**config.mk**
```make
export PLATFORM = sky130hd
export DESIGN_NAME = rx_ring_writer
export DESIGN_NICKNAME = d
export VERILOG_FILES = /design/src/rtl/rxr_pkg.sv /design/src/rtl/rxr_space.sv /design/src/rtl/rxr_filter.sv /design/src/rtl/rxr_pager.sv /design/src/rtl/rx_ring_writer.sv
export SDC_FILE = /design/constraint.sdc
export NUM_CORES = 1
export LEC_CHECK = 0
export BUFFER_PORTS_ARGS = -buffer_cell sky130_fd_sc_hd__buf_2
export CELL_PAD_IN_SITES_DETAIL_PLACEMENT = 1
export CELL_PAD_IN_SITES_GLOBAL_PLACEMENT = 1
export CORE_MARGIN = 2
export CORE_UTILIZATION = 38
export CTS_CLUSTER_SIZE = 8
export DETAILED_ROUTE_END_ITERATION = 10
export GPL_TIMING_DRIVEN = 0
export PLACE_DENSITY = 0.75
export SKIP_LAST_GASP = 1
export SLEW_MARGIN = 20
export SYNTH_ARGS = -nofsm -noshare
export SYNTH_HDL_FRONTEND = slang
export SYNTH_SLANG_ARGS = --single-unit
```
**constraint.sdc**
```tcl
create_clock -name clk -period 5.9 [get_ports clk]
set_clock_uncertainty 0.1 [all_clocks]
set_input_delay 0.295 -clock clk [delete_from_list [all_inputs] [get_ports clk]]
set_output_delay 0.295 -clock clk [all_outputs]
set_load 0.01 [all_outputs]
```
**src/rtl/rxr_pkg.sv**
```systemverilog
package rxr_pkg;
  localparam int unsigned PAGE_SH   = 8;
  localparam int unsigned DST_BYTES = 6;
  localparam int unsigned HDR_BYTES = 4;
  localparam int unsigned CRC_BYTES = 4;

  localparam logic [7:0] ST_OK    = 8'h01;
  localparam logic [7:0] ST_GROUP = 8'h20;

  typedef enum logic [3:0] {
    S_IDLE,
    S_GATHER,
    S_DECIDE,
    S_HDR,
    S_FLUSH,
    S_BODY,
    S_PAD,
    S_COMMIT,
    S_DROP
  } rxw_state_e;
endpackage

```
**src/rtl/rxr_space.sv**
```systemverilog
module rxr_space #(
  parameter int unsigned PG_W    = 8,
  parameter int unsigned MAX_LEN = 1514
) (
  input  logic [PG_W-1:0] cur,
  input  logic [PG_W-1:0] bound,
  input  logic [PG_W-1:0] first,
  input  logic [PG_W-1:0] limit,
  output logic            full
);
  import rxr_pkg::*;
  localparam int unsigned NEED_BYTES = MAX_LEN + HDR_BYTES;
  localparam int unsigned NEED_PG    = (NEED_BYTES + (1 << PAGE_SH) - 1) >> PAGE_SH;
  localparam int unsigned SW         = PG_W + 2;

  logic signed [SW-1:0] ring_pg, used_pg, avail_pg;

  always_comb begin
    ring_pg = $signed({2'b00, limit}) - $signed({2'b00, first});
    used_pg = $signed({2'b00, cur}) - $signed({2'b00, bound});
    if (cur < bound) avail_pg = -used_pg;
    else             avail_pg = ring_pg - used_pg;
    full = (avail_pg < $signed(SW'(NEED_PG)));
  end

  // with current equal to boundary the whole ring is free
  always_comb begin
    if (cur == bound && ring_pg >= $signed(SW'(NEED_PG)))
      a_r3_empty_ring_room: assert (!full);
  end
endmodule

```
**src/rtl/rxr_filter.sv**
```systemverilog
module rxr_filter #(
  parameter int unsigned HASH_W = 6
) (
  input  logic [rxr_pkg::DST_BYTES*8-1:0] dst,
  input  logic [rxr_pkg::DST_BYTES*8-1:0] station,
  input  logic                            take_all,
  input  logic                            take_bcast,
  input  logic                            take_group,
  input  logic [(1<<HASH_W)-1:0]          filt,
  input  logic [HASH_W-1:0]               hash,
  output logic                            keep,
  output logic                            group
);
  logic bcast, own;

  always_comb begin
    bcast = &dst;
    group = dst[0];
    own   = (dst == station);
    if (take_all)   keep = 1'b1;
    else if (bcast) keep = take_bcast;
    else if (group) keep = take_group & filt[hash];
    else            keep = own;
  end
endmodule

```
**src/rtl/rxr_pager.sv**
```systemverilog
module rxr_pager #(
  parameter int unsigned PG_W    = 8,
  parameter int unsigned LEN_W   = 11,
  parameter int unsigned MIN_LEN = 60
) (
  input  logic [PG_W-1:0]   cur,
  input  logic [PG_W-1:0]   first,
  input  logic [PG_W-1:0]   limit,
  input  logic [LEN_W-1:0]  len,
  output logic [PG_W+7:0]   total,
  output logic [PG_W-1:0]   next_pg
);
  import rxr_pkg::*;
  localparam int unsigned TW = PG_W + PAGE_SH;

  logic [TW-1:0]   stored, span;
  logic [PG_W:0]   sum, adj;
  logic            unused_top;

  always_comb begin
    stored  = (len < LEN_W'(MIN_LEN)) ? TW'(MIN_LEN) : TW'(len);
    total   = stored + TW'(HDR_BYTES);
    span    = total + TW'(CRC_BYTES + (1 << PAGE_SH) - 1);
    sum     = {1'b0, cur} + {1'b0, span[TW-1:PAGE_SH]};
    if (sum >= {1'b0, limit}) adj = sum - {1'b0, limit - first};
    else                      adj = sum;
    next_pg = adj[PG_W-1:0];
  end
  assign unused_top = adj[PG_W];
endmodule

```
**src/rtl/rx_ring_writer.sv**
```systemverilog
module rx_ring_writer #(
  parameter int unsigned PG_W    = 8,
  parameter int unsigned LEN_W   = 11,
  parameter int unsigned HASH_W  = 6,
  parameter int unsigned MIN_LEN = 60,
  parameter int unsigned MAX_LEN = 1514
) (
  input  logic                   clk,
  input  logic                   rst_n,
  input  logic                   ctl_run,
  input  logic [7:0]             rx_cfg,
  input  logic [47:0]            sta_addr,
  input  logic [(1<<HASH_W)-1:0] mc_filter,
  input  logic [PG_W-1:0]        pg_start,
  input  logic [PG_W-1:0]        pg_stop,
  input  logic [PG_W-1:0]        pg_bound,
  input  logic                   cur_ld,
  input  logic [PG_W-1:0]        cur_ld_pg,
  input  logic                   dsc_valid,
  output logic                   dsc_ready,
  input  logic [LEN_W-1:0]       dsc_len,
  input  logic [HASH_W-1:0]      dsc_hash,
  input  logic                   in_valid,
  output logic                   in_ready,
  input  logic [7:0]             in_data,
  output logic                   ram_we,
  output logic [PG_W+7:0]        ram_addr,
  output logic [7:0]             ram_wdata,
  output logic [PG_W-1:0]        cur_pg,
  output logic [7:0]             rx_status,
  output logic                   rx_irq,
  output logic                   buf_full
);
  import rxr_pkg::*;
  localparam int unsigned AW = PG_W + PAGE_SH;
  localparam logic [LEN_W-1:0] LEN_DST = LEN_W'(DST_BYTES);
  localparam logic [LEN_W-1:0] LEN_MIN = LEN_W'(MIN_LEN);
  localparam logic [LEN_W-1:0] LEN_ONE = LEN_W'(1);
  localparam logic [2:0]       IDX_DST = 3'(DST_BYTES - 1);
  localparam logic [2:0]       IDX_HDR = 3'(HDR_BYTES - 1);

  rxw_state_e        state_q;
  logic [LEN_W-1:0]  len_q, cnt_q, cnt_inc;
  logic [HASH_W-1:0] hash_q;
  logic [2:0]        idx_q;
  logic [7:0]        dst_q [DST_BYTES];
  logic [AW-1:0]     wptr_q, wptr_inc, wptr_nx;
  logic [PG_W-1:0]   nxt_q, cur_q, nxt_w;
  logic [7:0]        stat_q, sts_q;
  logic              irq_q;
  logic [AW-1:0]     tot_w;
  logic [DST_BYTES*8-1:0] dst_flat;
  logic              keep_w, group_w, full_w, take_dsc;
  logic              unused_cfg;

  assign unused_cfg = ^{rx_cfg[7:5], rx_cfg[1:0]};

  for (genvar g = 0; g < DST_BYTES; g++) begin : g_dst
    assign dst_flat[g*8 +: 8] = dst_q[g];
  end

  rxr_space #(.PG_W(PG_W), .MAX_LEN(MAX_LEN)) u_space (
    .cur(cur_q), .bound(pg_bound), .first(pg_start), .limit(pg_stop), .full(full_w)
  );

  rxr_filter #(.HASH_W(HASH_W)) u_filter (
    .dst(dst_flat), .station(sta_addr),
    .take_all(rx_cfg[4]), .take_bcast(rx_cfg[2]), .take_group(rx_cfg[3]),
    .filt(mc_filter), .hash(hash_q), .keep(keep_w), .group(group_w)
  );

  rxr_pager #(.PG_W(PG_W), .LEN_W(LEN_W), .MIN_LEN(MIN_LEN)) u_pager (
    .cur(cur_q), .first(pg_start), .limit(pg_stop), .len(len_q),
    .total(tot_w), .next_pg(nxt_w)
  );

  assign cnt_inc  = cnt_q + LEN_ONE;
  assign wptr_inc = wptr_q + AW'(1);
  assign wptr_nx  = (wptr_inc == {pg_stop, PAGE_SH'(0)}) ? {pg_start, PAGE_SH'(0)} : wptr_inc;
  assign take_dsc = dsc_valid && (state_q == S_IDLE);

  always_ff @(posedge clk or negedge rst_n) begin
    if (!rst_n) begin
      state_q <= S_IDLE;
      len_q   <= '0;
      cnt_q   <= '0;
      hash_q  <= '0;
      idx_q   <= '0;
      wptr_q  <= '0;
      nxt_q   <= '0;
      cur_q   <= '0;
      stat_q  <= '0;
      sts_q   <= '0;
      irq_q   <= 1'b0;
      for (int i = 0; i < DST_BYTES; i++) dst_q[i] <= '0;
    end else begin
      irq_q <= 1'b0;
      case (state_q)
        S_IDLE: begin
          if (take_dsc) begin
            len_q   <= dsc_len;
            hash_q  <= dsc_hash;
            idx_q   <= '0;
            cnt_q   <= '0;
            state_q <= (ctl_run && !full_w) ? S_GATHER : S_DROP;
          end else if (cur_ld) begin
            cur_q <= cur_ld_pg;
          end
        end
        S_GATHER: begin
          if (in_valid) begin
            dst_q[idx_q] <= in_data;
            idx_q        <= idx_q + 3'd1;
            if (idx_q == IDX_DST) begin
              idx_q   <= '0;
              state_q <= S_DECIDE;
            end
          end
        end
        S_DECIDE: begin
          if (keep_w) begin
            stat_q  <= ST_OK | (group_w ? ST_GROUP : 8'h00);
            nxt_q   <= nxt_w;
            state_q <= S_HDR;
          end else begin
            cnt_q   <= LEN_DST;
            state_q <= (len_q == LEN_DST) ? S_IDLE : S_DROP;
          end
        end
        S_HDR: begin
          idx_q <= idx_q + 3'd1;
          if (idx_q == IDX_HDR) begin
            idx_q   <= '0;
            wptr_q  <= {cur_q, PAGE_SH'(HDR_BYTES)};
            state_q <= S_FLUSH;
          end
        end
        S_FLUSH: begin
          wptr_q <= wptr_nx;
          idx_q  <= idx_q + 3'd1;
          if (idx_q == IDX_DST) begin
            idx_q   <= '0;
            cnt_q   <= LEN_DST;
            state_q <= (len_q > LEN_DST) ? S_BODY : S_PAD;
          end
        end
        S_BODY: begin
          if (in_valid) begin
            wptr_q <= wptr_nx;
            cnt_q  <= cnt_inc;
            if (cnt_inc == len_q) state_q <= (cnt_inc < LEN_MIN) ? S_PAD : S_COMMIT;
          end
        end
        S_PAD: begin
          wptr_q <= wptr_nx;
          cnt_q  <= cnt_inc;
          if (cnt_inc >= LEN_MIN) state_q <= S_COMMIT;
        end
        S_COMMIT: begin
          cur_q   <= nxt_q;
          sts_q   <= stat_q;
          irq_q   <= 1'b1;
          state_q <= S_IDLE;
        end
        S_DROP: begin
          if (in_valid) begin
            cnt_q <= cnt_inc;
            if (cnt_inc == len_q) state_q <= S_IDLE;
          end
        end
        default: state_q <= S_IDLE;
      endcase
    end
  end

  always_comb begin
    dsc_ready = (state_q == S_IDLE);
    in_ready  = (state_q == S_GATHER) || (state_q == S_BODY) || (state_q == S_DROP);
    ram_we    = 1'b0;
    ram_addr  = wptr_q;
    ram_wdata = 8'h00;
    case (state_q)
      S_HDR: begin
        ram_we   = 1'b1;
        ram_addr = {cur_q, PAGE_SH'(idx_q)};
        case (idx_q[1:0])
          2'd0:    ram_wdata = stat_q;
          2'd1:    ram_wdata = nxt_q;
          2'd2:    ram_wdata = tot_w[7:0];
          default: ram_wdata = tot_w[15:8];
        endcase
      end
      S_FLUSH: begin
        ram_we    = 1'b1;
        ram_wdata = dst_q[idx_q];
      end
      S_BODY: begin
        ram_we    = in_valid;
        ram_wdata = in_data;
      end
      S_PAD: ram_we = 1'b1;
      default: ;
    endcase
  end

  assign cur_pg    = cur_q;
  assign rx_status = sts_q;
  assign rx_irq    = irq_q;
  assign buf_full  = full_w;

  // idle means no stream intake and no RAM traffic
  a_r1_idle_quiet: assert property (@(posedge clk) disable iff (!rst_n)
    dsc_ready |-> (!ram_we && !in_ready));
  // interrupt is a single-cycle pulse
  a_r14_irq_single: assert property (@(posedge clk) disable iff (!rst_n)
    rx_irq |=> !rx_irq);
  // the page pointer moves only on a host load or a frame commit
  a_r14_cur_source: assert property (@(posedge clk) disable iff (!rst_n)
    !cur_ld |=> (rx_irq || $stable(cur_pg)));
  // writes never land at or beyond the limit page
  a_r13_below_limit: assert property (@(posedge clk) disable iff (!rst_n)
    (ram_we && pg_start < pg_stop && cur_pg < pg_stop) |-> (ram_addr[AW-1:PAGE_SH] < pg_stop));
endmodule

```
==> run summary <==
Endpoints failing hold: 0
CTS tree: done
Post-DP Area: 12260 µm²
Number of global-route vias before repair: 11360
Sequential element share of the synthesized area: 28.26%
Cells after Synth: 1190
DP HPWL: 31230 µm
Filler cells: 3288
LEAKAGE: 6.110 nW
Final net count: 1714
Final Cell Area: 13490 µm²
# rows: 61
Worst Path Arrival: 6.09 ns
Register cell area after layout: 3007 µm²
Worst-path clk slew: 0.07 ns
Core area: 27630 µm²
GRT Util Overall: 28.06%
Drt pass-1 iters: 5
TNS Setup: 0 ns
#FFs+latches synth: 120
Post-synth ARST share: 100.0%
Unrepaired setup endpoints after global routing: true
Outcome: finished, final reports clean
Area of the multi-input gates: 7496 µm²
Initial antenna violation count: 1
Clk_lat worst skew: 0.44 ns
Hold slack: 0.01338 ns
Final slew viol count: 0
Vias per std cell: 5.775
Vias: 10720
CP Launch Type: register
Root Driver: clkbuf_16
# Max-Cap Violations: 0
Hold Crit Class: in2reg
Port bufs: 216
Peak supply drop: 0.3188 mV
Worst-margin pin slew: 0.9657 ns
Synth Flop Type: dfrtp_1
Rel. slew slack: 33.96%
Share of layout cells above drive strength 1: 30.33%
Peak Freq: 169.9 MHz
H-tree Lvls: 4
Cell variety after synth: 80
Final setup fails: 0
Yosys warns: 0
Most common cell after layout, fill and taps aside: buf_2
Post-Route WL: 41240 µm
Wire length of the first global-routing pass: 62750 µm
Mean post-synth cell area: 8.931 µm²
Ports: 228
Tmin final: 5.885 ns
Die Ht: 171.2 µm
Max Buffers Root-to-Sink: 2
Required time worst endpoint: 6.10 ns
Initial core utilization: 38.47%
CP Max Fanout: 4
Synthesized area: 10630 µm²
Die width: 171.2 µm
DRT iter0 DRCs: 841
Post-route antenna net violation count: 0
Fin crit share: 99.74%
CTS buffer count: 17
Endpoint class of the critical path: register
Commonest cells after routing, fill and taps aside: buf_2, dfrtp_1, nand2_1
Remaining Overflow, GRT: 0
Drt wl/cell: 22.22 µm
Pwr/cell area: 595.2 nW/µm²
Area grow syn2layout: 26.97%
DRC viols: 0
Die area: 29320 µm²
EDFF count, synth: 0
Gpl congestion: 0.9253
Largest net degree at the start of global routing: 65
Crit Path Class: reg2reg
CTS Sinks: 120
[kinds of logic after synthesis]
logic type | after synthesis | share of synthesized area [%]
compound gates | 278 | 17.15
xor+xnor | 116 | 9.819
fa+ha+maj | 67 | 8.665
buf+inv | 125 | 4.756
flops | 120 | 28.26
mux | 120 | 14.54
other cells | 1 | 0.03529
simple gates | 363 | 16.78
[power by group]
group          internal [mW]  total (mW)  switching (mW)
clock                  0.573        1.07           0.501
sequential              1.10        1.58           0.478
combinational           2.45        5.38            2.93
[stage by stage]
stage	utilization [%]	setup WS [ns]	total power, mW	cells
after floorplan	-	0.06138	4.508	1196
after global placement	44.17	-0.8737	5.571	1790
after detailed placement	44.36	-1.127	5.730	1791
after CTS	47.62	0.01183	7.110	1842
after global routing	48.83	-0.2134	8.552	1855
final	48.84	0.01550	8.032	1856
[flip-flops by register name (all words and copies together) (netlist names)]
signal     count
rx_irq         1
nxt_q          8
idx_q          3
dst_flat      48
cur_pg         8
wptr_q        16
stat_q         2
hash_q         6
cnt_q         11
state_q        4
len_q         11
rx_status      2
[synthesized netlist by cell type, types with 12 or more instances]
cell type | number | area (µm²)
a21o_1 | 15 | 112.6
a21oi_1 | 66 | 330.3
a31oi_1 | 12 | 75.07
clkbuf_1 | 36 | 135.1
dfrtp_1 | 120 | 3003
ha_1 | 56 | 700.7
inv_1 | 66 | 247.7
mux2_2 | 71 | 799.5
mux2i_1 | 28 | 280.3
mux4_2 | 20 | 450.4
nand2_1 | 112 | 420.4
nand2b_1 | 12 | 75.07
nand3_1 | 36 | 180.2
nand4_1 | 32 | 200.2
nor2_1 | 75 | 281.5
nor3_1 | 22 | 110.1
o211ai_1 | 14 | 105.1
o21ai_0 | 69 | 345.3
xnor2_1 | 88 | 770.7
xor2_1 | 26 | 227.7
[per-layer routing]
layer	track usage (%)	wire length (µm)	vias up
li1	-	-	4882
met1	34.54	17040	5342
met2	50.89	21260	433
met3	4.395	2082	61
met4	7.480	849	0
met5	0	0	-
[final timing paths]
path | cells past startpoint | slack (ns) | from | to
max | 24 | 0.02 | len_q[9] | nxt_q[7]
min | 2 | 0.01 | dsc_hash[3] | hash_q[3]
max reg2reg | 24 | 0.02 | len_q[9] | nxt_q[7]
min reg2reg | 1 | 0.41 | rx_status[0] | rx_status[0]
max in group asynchronous | 3 | 4.70 | rst_n | dst_flat[38]
min in group asynchronous | 2 | 0.29 | rst_n | wptr_q[7]
[worst max-delay path, stage by stage (launching register included)]
cell	delay [ns]
dfrtp_2	0.42
or4_4	0.55
nor2_4	0.14
nor2_2	0.08
inv_2	0.12
ha_4	0.18
o21ai_4	0.08
mux2i_1	0.15
a22o_1	0.21
o2111ai_4	0.14
o31ai_4	0.31
xor2_2	0.26
inv_2	0.07
fa_2	0.52
inv_1	0.07
fa_1	0.49
ha_1	0.34
a21o_1	0.21
a21oi_2	0.21
o21ai_2	0.13
o41ai_4	0.36
xnor2_1	0.18
nand2_1	0.12
xor2_2	0.19
o21ai_2	0.07
[layout make-up]
| class | count | share of cell area, % |
|---|---|---|
| clock inverters | 15 | 1.270 |
| plain buffers | 54 | 1.771 |
| flip-flops and latches | 120 | 22.28 |
| diodes | 1 | 0.01854 |
| well taps | 378 | 3.505 |
| clock buffers | 17 | 3.153 |
| multi-input cells | 951 | 55.55 |
| repair buffers | 251 | 10.53 |
| inverters | 69 | 1.919 |
[what timing repair did]
item | 4_1_cts | 5_1_grt
pin swaps | 8 | 23
hold endpoints to repair | 73 | 0
buffers inserted | 10 | 13
resized for setup | 27 | 46
setup endpoints to repair | 8 | 8
hold buffers | 11 | 0
Note: power is estimated with default switching activity, not from simulation.
